==> src/rtl/smr_pkg.sv <==
package smr_pkg;
    localparam int VAL_W = 5;
    localparam int SEL_W = 2;

    localparam logic [SEL_W-1:0] SEL_CTRL = 2'd0;
    localparam logic [SEL_W-1:0] SEL_CHRA = 2'd1;
    localparam logic [SEL_W-1:0] SEL_CHRB = 2'd2;
    localparam logic [SEL_W-1:0] SEL_PRG  = 2'd3;

    // control bits 3:2 forced to 11 by soft reset and bit-7 writes
    localparam logic [VAL_W-1:0] MODE_FORCE = VAL_W'(12);

    typedef struct packed {
        logic [VAL_W-1:0] ctrl;
        logic [VAL_W-1:0] chra;
        logic [VAL_W-1:0] chrb;
        logic [VAL_W-1:0] prg;
        logic             last_b;
    } map_regs_t;
endpackage

==> src/rtl/smr_lockout.sv <==
module smr_lockout #(
    parameter int LOCK_CYCLES = 2,
    localparam int CW = $clog2(LOCK_CYCLES + 1)
) (
    input  logic clk_i,
    input  logic rst_ni,
    input  logic req_i,
    output logic accept_o
);
    logic [CW-1:0] cnt_d, cnt_q;

    always_comb begin
        accept_o = req_i && (cnt_q == '0);
        cnt_d    = cnt_q;
        if (accept_o) begin
            cnt_d = CW'(LOCK_CYCLES - 1);
        end else if (cnt_q != '0) begin
            cnt_d = cnt_q - CW'(1);
        end
    end

    always_ff @(posedge clk_i or negedge rst_ni) begin
        if (!rst_ni) cnt_q <= '0;
        else         cnt_q <= cnt_d;
    end
endmodule

==> src/rtl/smr_shifter.sv <==
module smr_shifter #(
    parameter int VAL_W = 5,
    localparam int NW = $clog2(VAL_W + 1)
) (
    input  logic             clk_i,
    input  logic             rst_ni,
    input  logic             clear_i,
    input  logic             shift_i,
    input  logic             bit_i,
    output logic             full_o,
    output logic [VAL_W-1:0] value_o
);
    typedef struct packed {
        logic [VAL_W-1:0] bits;
        logic [NW-1:0]    num;
    } sh_t;

    sh_t sh_d, sh_q;

    always_comb begin
        value_o = {bit_i, sh_q.bits[VAL_W-1:1]};
        full_o  = shift_i && (sh_q.num == NW'(VAL_W - 1));
        sh_d    = sh_q;
        if (clear_i || full_o) begin
            sh_d = '0;
        end else if (shift_i) begin
            sh_d.bits = value_o;
            sh_d.num  = sh_q.num + NW'(1);
        end
    end

    always_ff @(posedge clk_i or negedge rst_ni) begin
        if (!rst_ni) sh_q <= '0;
        else         sh_q <= sh_d;
    end
endmodule

==> src/rtl/smr_regfile.sv <==
module smr_regfile
    import smr_pkg::*;
#(
    parameter bit REV_A = 1'b0
) (
    input  logic             clk_i,
    input  logic             rst_ni,
    input  logic             store_i,
    input  logic [SEL_W-1:0] sel_i,
    input  logic [VAL_W-1:0] value_i,
    input  logic             force_i,
    output map_regs_t        regs_o,
    output logic             pulse_o
);
    localparam logic [VAL_W-1:0] PRG_RESET = VAL_W'(REV_A) << (VAL_W - 1);
    localparam map_regs_t REGS_RESET = '{
        ctrl:   MODE_FORCE,
        chra:   '0,
        chrb:   '0,
        prg:    PRG_RESET,
        last_b: 1'b0
    };

    map_regs_t regs_d, regs_q;
    logic      pulse_d, pulse_q;

    always_comb begin
        regs_d  = regs_q;
        pulse_d = store_i || force_i;
        if (force_i) begin
            regs_d.ctrl = regs_q.ctrl | MODE_FORCE;
        end else if (store_i) begin
            unique case (sel_i)
                SEL_CTRL: regs_d.ctrl = value_i;
                SEL_CHRA: begin
                    regs_d.chra   = value_i;
                    regs_d.last_b = 1'b0;
                end
                SEL_CHRB: begin
                    regs_d.chrb   = value_i;
                    regs_d.last_b = 1'b1;
                end
                default:  regs_d.prg = value_i;
            endcase
        end
    end

    always_ff @(posedge clk_i or negedge rst_ni) begin
        if (!rst_ni) begin
            regs_q  <= REGS_RESET;
            pulse_q <= 1'b0;
        end else begin
            regs_q  <= regs_d;
            pulse_q <= pulse_d;
        end
    end

    assign regs_o  = regs_q;
    assign pulse_o = pulse_q;
endmodule

==> src/rtl/serial_mapper_regs.sv <==
module serial_mapper_regs
    import smr_pkg::*;
#(
    parameter bit REV_A       = 1'b0,
    parameter int LOCK_CYCLES = 2
) (
    input  logic             clk_i,
    input  logic             rst_ni,
    input  logic             soft_rst_i,
    input  logic             wr_en_i,
    input  logic [SEL_W-1:0] addr_sel_i,
    input  logic [7:0]       wr_data_i,
    output logic [1:0]       mirror_o,
    output logic [1:0]       prg_mode_o,
    output logic             chr_4k_o,
    output logic [VAL_W-1:0] chr_bank0_o,
    output logic [VAL_W-1:0] chr_bank1_o,
    output logic [VAL_W-2:0] prg_bank_o,
    output logic             prg_ram_off_o,
    output logic             last_chr1_o,
    output logic             commit_o
);
    logic             accept_w;
    logic             reset_wr_w;
    logic             shift_w;
    logic             clear_w;
    logic             full_w;
    logic [VAL_W-1:0] value_w;
    map_regs_t        regs_w;
    logic             unused_data_bits;

    assign unused_data_bits = ^wr_data_i[6:1];

    smr_lockout #(.LOCK_CYCLES(LOCK_CYCLES)) u_lock (
        .clk_i    (clk_i),
        .rst_ni   (rst_ni),
        .req_i    (wr_en_i && !soft_rst_i),
        .accept_o (accept_w)
    );

    always_comb begin
        reset_wr_w = accept_w && wr_data_i[7];
        shift_w    = accept_w && !wr_data_i[7];
        clear_w    = soft_rst_i || reset_wr_w;
    end

    smr_shifter #(.VAL_W(VAL_W)) u_shift (
        .clk_i   (clk_i),
        .rst_ni  (rst_ni),
        .clear_i (clear_w),
        .shift_i (shift_w),
        .bit_i   (wr_data_i[0]),
        .full_o  (full_w),
        .value_o (value_w)
    );

    smr_regfile #(.REV_A(REV_A)) u_regs (
        .clk_i   (clk_i),
        .rst_ni  (rst_ni),
        .store_i (full_w),
        .sel_i   (addr_sel_i),
        .value_i (value_w),
        .force_i (clear_w),
        .regs_o  (regs_w),
        .pulse_o (commit_o)
    );

    always_comb begin
        mirror_o      = regs_w.ctrl[1:0];
        prg_mode_o    = regs_w.ctrl[3:2];
        chr_4k_o      = regs_w.ctrl[4];
        chr_bank0_o   = regs_w.chra;
        chr_bank1_o   = regs_w.chrb;
        prg_bank_o    = regs_w.prg[VAL_W-2:0];
        prg_ram_off_o = regs_w.prg[VAL_W-1];
        last_chr1_o   = regs_w.last_b;
    end
endmodule

==> config.mk <==
export PLATFORM = sky130hd
export DESIGN_NAME = serial_mapper_regs
export DESIGN_NICKNAME = d
export VERILOG_FILES = /design/src/rtl/smr_pkg.sv /design/src/rtl/smr_lockout.sv /design/src/rtl/smr_shifter.sv /design/src/rtl/smr_regfile.sv /design/src/rtl/serial_mapper_regs.sv
export SDC_FILE = /design/constraint.sdc
export NUM_CORES = 1
export LEC_CHECK = 0
export BUFFER_PORTS_ARGS = -buffer_cell sky130_fd_sc_hd__buf_2
export CORE_ASPECT_RATIO = 2
export CORE_MARGIN = 2
export CORE_UTILIZATION = 45
export CTS_CLUSTER_SIZE = 12
export DETAILED_ROUTE_END_ITERATION = 10
export HOLD_SLACK_MARGIN = 0.03
export PLACE_DENSITY = 0.77
export SYNTH_ARGS = -nofsm -noshare
export SYNTH_HDL_FRONTEND = slang
export SYNTH_SLANG_ARGS = --single-unit
==> constraint.sdc <==
create_clock -name clk_i -period 2.5 [get_ports clk_i]
set_clock_uncertainty 0.2 [all_clocks]
set_input_delay 0.5 -clock clk_i [delete_from_list [all_inputs] [get_ports clk_i]]
set_output_delay 0.5 -clock clk_i [all_outputs]
set_load 0.005 [all_outputs]
### Word-level counts from Yosys, hierarchy flattened

Index checks and enable logic that the tools add are counted.

| storage, ports and cells | value |
|---|---|
| register bits after elaboration | 32 |
| input bits | 14 |
| output and inout port bits | 22 |
| logic and storage cells | 52 |

| operators by class | value |
|---|---|
| add/sub/neg operators | 2 |
| eq/ne operators | 3 |
| muxes and demuxes | 11 |
| bitwise gates (word level) | 2 |
| reductions and logical operators | 24 |

Operators with widths:

| operator | count |
|---|---|
| $mux W20 | 1 |
| $mux W8 | 2 |
| $mux W5 | 3 |
| $reduce_and A3 Y1 | 5 |
| $reduce_bool A2 Y1 | 6 |
| $mux W4 | 2 |
| $logic_and A1 B1 Y1 | 5 |
| $logic_not A2 Y1 | 2 |
| $mux W2 | 2 |
| $add A3 B1 Y3 const B | 1 |
| $eq A3 B3 Y1 const B | 1 |
| $reduce_or A3 Y1 | 1 |
| $eq A2 B1 Y1 const B | 1 |
| $eq A2 B2 Y1 const B | 1 |
| $logic_not A1 Y1 | 2 |
| $logic_or A1 B1 Y1 | 2 |
| $not A1 Y1 | 2 |
| $pmux W1 S2 | 1 |
| $reduce_and A2 Y1 | 1 |
| $sub A2 B1 Y2 const B | 1 |

### Logic depth before layout (Yosys ltp)

| depth | value |
|---|---|
| word-level depth | 7 |
| gate-level depth with buffers | 7 |
| depth with buffers taken out | 5 |

### Modules after synthesis

Synthesis repeated with hierarchy kept, for this count alone.

| second synthesis, totals | value |
|---|---|
| cells, all modules | 107 |
| area total of the unflattened synthesis | 1,524.0 um2 |

Modules (own cells, without submodules):

| module | instances | cells each | area each (um2) | seq. area each (um2) |
|---|---|---|---|---|
| smr_regfile | 1 | 59 | 1,031.0 | 553.0 |
| smr_shifter | 1 | 40 | 392.9 | 175.2 |
| smr_lockout | 1 | 5 | 80.1 | 50.0 |
| serial_mapper_regs | 1 | 3 | 20.0 | 0.0 |

### Least setup slack after synthesis

No wires, ideal clock.

| timing | value |
|---|---|
| kind | flip-flop to flip-flop |
| from | register u_lock.cnt_q[0] |
| to | register u_regs.regs_q[10], in the netlist u_regs.regs_o[10] |
| library setup time | 0.125 ns |
| data arrival time | 1.510 ns |
| data required time | 2.175 ns |
| path slack | 0.665 ns |
| stages on the path, launching flop included | 7 |
| path buffers | 1 |
| clock period less this slack | 1.835 ns |
| cell sequence | dfrtp_1 -> inv_1 -> ha_1 -> and4bb_4 -> and3_4 -> buf_6 -> mux2_4 |

| between the ends | value |
|---|---|
| cells in the longest elaborated chain, start to end | 6 |
| elaborated cells between the ends (all ways) | 8 |
| those cells by class | 1 x bitwise; 7 x reduce/logical |

RTL lines:

| item | line | source |
|---|---|---|
| start, declared | smr_lockout.sv:10 | `logic [CW-1:0] cnt_d, cnt_q;` |
| start signal, assigned | smr_lockout.sv:24 | `else cnt_q <= cnt_d;` |
| $logic_not A2 Y1 (*) | smr_lockout.sv:13 | `accept_o = req_i && (cnt_q == '0);` |
| $logic_and A1 B1 Y1 (*) | smr_lockout.sv:13 |  |
| $logic_and A1 B1 Y1 | serial_mapper_regs.sv:42 | `reset_wr_w = accept_w && wr_data_i[7];` |
| $logic_or A1 B1 Y1 | serial_mapper_regs.sv:44 | `clear_w = soft_rst_i \|\| reset_wr_w;` |
| $not A1 Y1 (no source line) | -- |  |
| $reduce_and A3 Y1 (no source line) (*) | -- |  |
| end signal, assigned | smr_regfile.sv:53 | `regs_q <= regs_d;` |
| end, declared | smr_regfile.sv:24 | `map_regs_t regs_d, regs_q;` |

Mark *: on every way between the ends. The rest lies on a longest branch, timed or not.
A chain may end at the register's enable or synchronous reset.

### Final worst setup path

| timing | value |
|---|---|
| from | register u_lock.cnt_q[0] |
| to | register u_regs.regs_q[16], in the netlist u_regs.regs_o[16] |

Same word-level chain as after synthesis.

==> impl_metrics.yaml <==
global_routing:
  grt_use_total_pct: 15.6
  use_met3_pct: 4.52
  grt.overflow.total: 0
  use_met2_pct: 25.0
  grt_pass1_wl_um: 4060
  top_usage_layer: "met2"
  grt_pass1_vias: 854
  antenna_found_initial: 0
  grt_max_degree: 32
  met1_usage_pct: 15.8
setup_path:
  reg2reg_depth: 5
  arrival_ns: 1.88
  required_ns: 2.47
  endpoint_kind: "register"
  crit_type: "reg2reg"
  crit_fanout: 8
  start_kind: "register"
logic_synthesis:
  yosys.area_share.simple_pct: 9.25
  syn-num-nets: 120
  async_flop_share_pct: 100
  yosysWarnings: 0
  post-synth-top-count-cell: "dfrtp_1"
  synth_top_family_by_area: "multiplexers"
  synth_xor_area_share_pct: 0
  synth.area.mux_share_pct: 21.8
  netlist.area_leader.share_pct: 50.1
  synth_ff_type: "dfrtp_1"
  synth.ff_latch_count: 31
  yosys.area.top_type: "dfrtp_1"
  synth_edf_count: 0
  ys_seq_area_share_pct: 53.8
  ys_top_cells_by_area: "dfrtp_1 50%, mux2_4 16%, mux2_2 6.2%"
  synth_compound_area_share_pct: 4.93
  syn_area_sq_um: 1450
  synthCells: 99
  post_synth.cell_area_avg_sq_um: 14.6
  synthDistinctLibCells: 24
  yosys-top-cells-count: "29 x dfrtp_1, 15 x mux2_4, 8 x mux2_2"
  yosys.area_share.adder_pct: 6.05
route:
  routed_wl_um: 2580
  drc: 0
  vias: 871
  drt_first_pass_iters: 4
  drtAntennaViolNets: 0
  wl_per_cell_um: 15.8
  first_iter_violations: 7
  via_per_inst: 5.34
clocking:
  cts_root_buf: "clkbuf_8"
  numCtsBuffers: 5
  ctsHoldBuffers: 0
  cts.clk_slew.worst_paths_ns: 0.06
  cts_sinks: 31
  h-tree-depth: 2
  worst_skew_pair.late_latency_ns: 0.29
  cts_tree: "done"
  cts_setup_buffers: 0
  cts_resized: 0
  clk_path_buf_depth: 2
sta:
  min_period_ns: 1.92
  rsz0062_at_grt: "false"
  setup_viol: 0
  fmax_mhz: 521
  worst_slew_pin_slew_ns: 0.668
  fin_ws_ns: 0.581
  fin_hold_ws_ns: 0.0428
  slew_headroom_pct: 55.5
  finalMaxSlewViolations: 0
  fin_crit_sh_pct: 76.7
  finalSetupTns_ns: 0
  finalHoldViolCount: 0
final_layout:
  final_cells: 163
  diodes: 0
  fin_area_sq_um: 1710
  syn2layout_area_growth_pct: 18.2
  final_util_pct: 54.8
  n_fill_cell: 280
  final_layout_size_suffix_gt1_share_pct: 50.8
  nNetsFinal: 152
place:
  dp_hpwl_um: 1900
  dpl.cell_count: 155
  place_ws_ns: 0.571
  io_buffers: 29
  gp_congestion: 0.741
  post_dp_cell_area_sq_um: 1590
floorplanning:
  dieWidth_um: 44.1
  start_util_pct: 46.4
  die-area_sq_um: 3710
  core_area_sq_um: 3120
  die_y_um: 84.2
  io_pins: 36
  rows: 29
flow_run:
  cap_viol_max_count: 0
hold_path:
  hold_path_class: "in2async"
power_and_ir_drop:
  leakage_nw: 0.905
  power_density_nw_per_um2: 684
  vdd_drop_max_uv: 411
  p_total_mw: 1.17
run_status:
  status: "completed"
-- placed cells by master (no fill, tap or decap), types with 3 or more instances in the layout --
| cell | synthesis | layout |
|---|---|---|
| buf_2 | 1 | 29 |
| dfrtp_1 | 29 | 29 |
| mux2_4 | 15 | 15 |
| mux2_2 | 8 | 8 |
| ha_1 | 7 | 7 |
| inv_1 | 6 | 6 |
| clkbuf_8 | 0 | 6 |
| a22o_1 | 5 | 5 |
| a21oi_1 | 3 | 3 |
| and3_4 | 3 | 3 |
| nand3_1 | 3 | 3 |
-- path summary, 6_finish.rpt --
check,from,endpoint,slack [ns]
setup / recovery,u_lock.cnt_q[0],u_regs.regs_o[16],0.58
hold / removal,rst_ni,u_shift.sh_q[2],0.04
setup reg to reg,u_lock.cnt_q[0],u_regs.regs_o[16],0.58
hold reg to reg,u_regs.regs_o[12],u_regs.regs_o[12],0.30
max in group asynchronous,rst_ni,u_regs.regs_o[16],1.62
min in group clk_i,soft_rst_i,u_shift.sh_q[2],0.24
-- flip-flops by register name, indices dropped and copies added, names as in the netlist --
register,count
u_shift.value_o,4
u_lock.cnt_q,2
u_regs.pulse_o,1
u_shift.sh_q,3
u_regs.regs_o,21
-- layer usage --
metal	wire length, um	part of all wire (%)
met2	1330	51
met4	108	4.2
met3	114	4.4
met1	1030	40
met5	0	0
-- cell families (layout without fill, tap and decap cells) --
kind of cell,count (synthesis),in the layout
and+or+nand+nor,18,18
muxes,23,23
AOI/OAI and AO/OA,10,10
buffers and inverters,10,43
adders and majority gates,7,7
DFF,31,31
-- where the power goes --
group	switching [mW]	internal (mW)	leakage, nW
clock	0.183	0.322	0.0612
sequential	0.0105	0.526	0.419
combinational	0.0765	0.0524	0.424
total	0.270	0.900	0.905
-- area by class of cell --
| type | count | area [sq um] | area share, % |
|---|---|---|---|
| Multi-Input combinational cell | 58 | 608 | 35.6 |
| Tap cell | 31 | 38.8 | 2.27 |
| Sequential cell | 31 | 778 | 45.5 |
| Timing Repair Buffer | 29 | 145 | 8.49 |
| Clock buffer | 6 | 82.6 | 4.83 |
| Inverter | 6 | 22.5 | 1.32 |
| Clock inverter | 2 | 35.0 | 2.05 |
-- critical path: stages, from the launching register on --
cell	delay (ns)
dfrtp_1	0.35
inv_1	0.08
ha_1	0.29
and4bb_4	0.32
and3_4	0.26
mux2_4	0.30
Power figures use the tool's default switching activity.
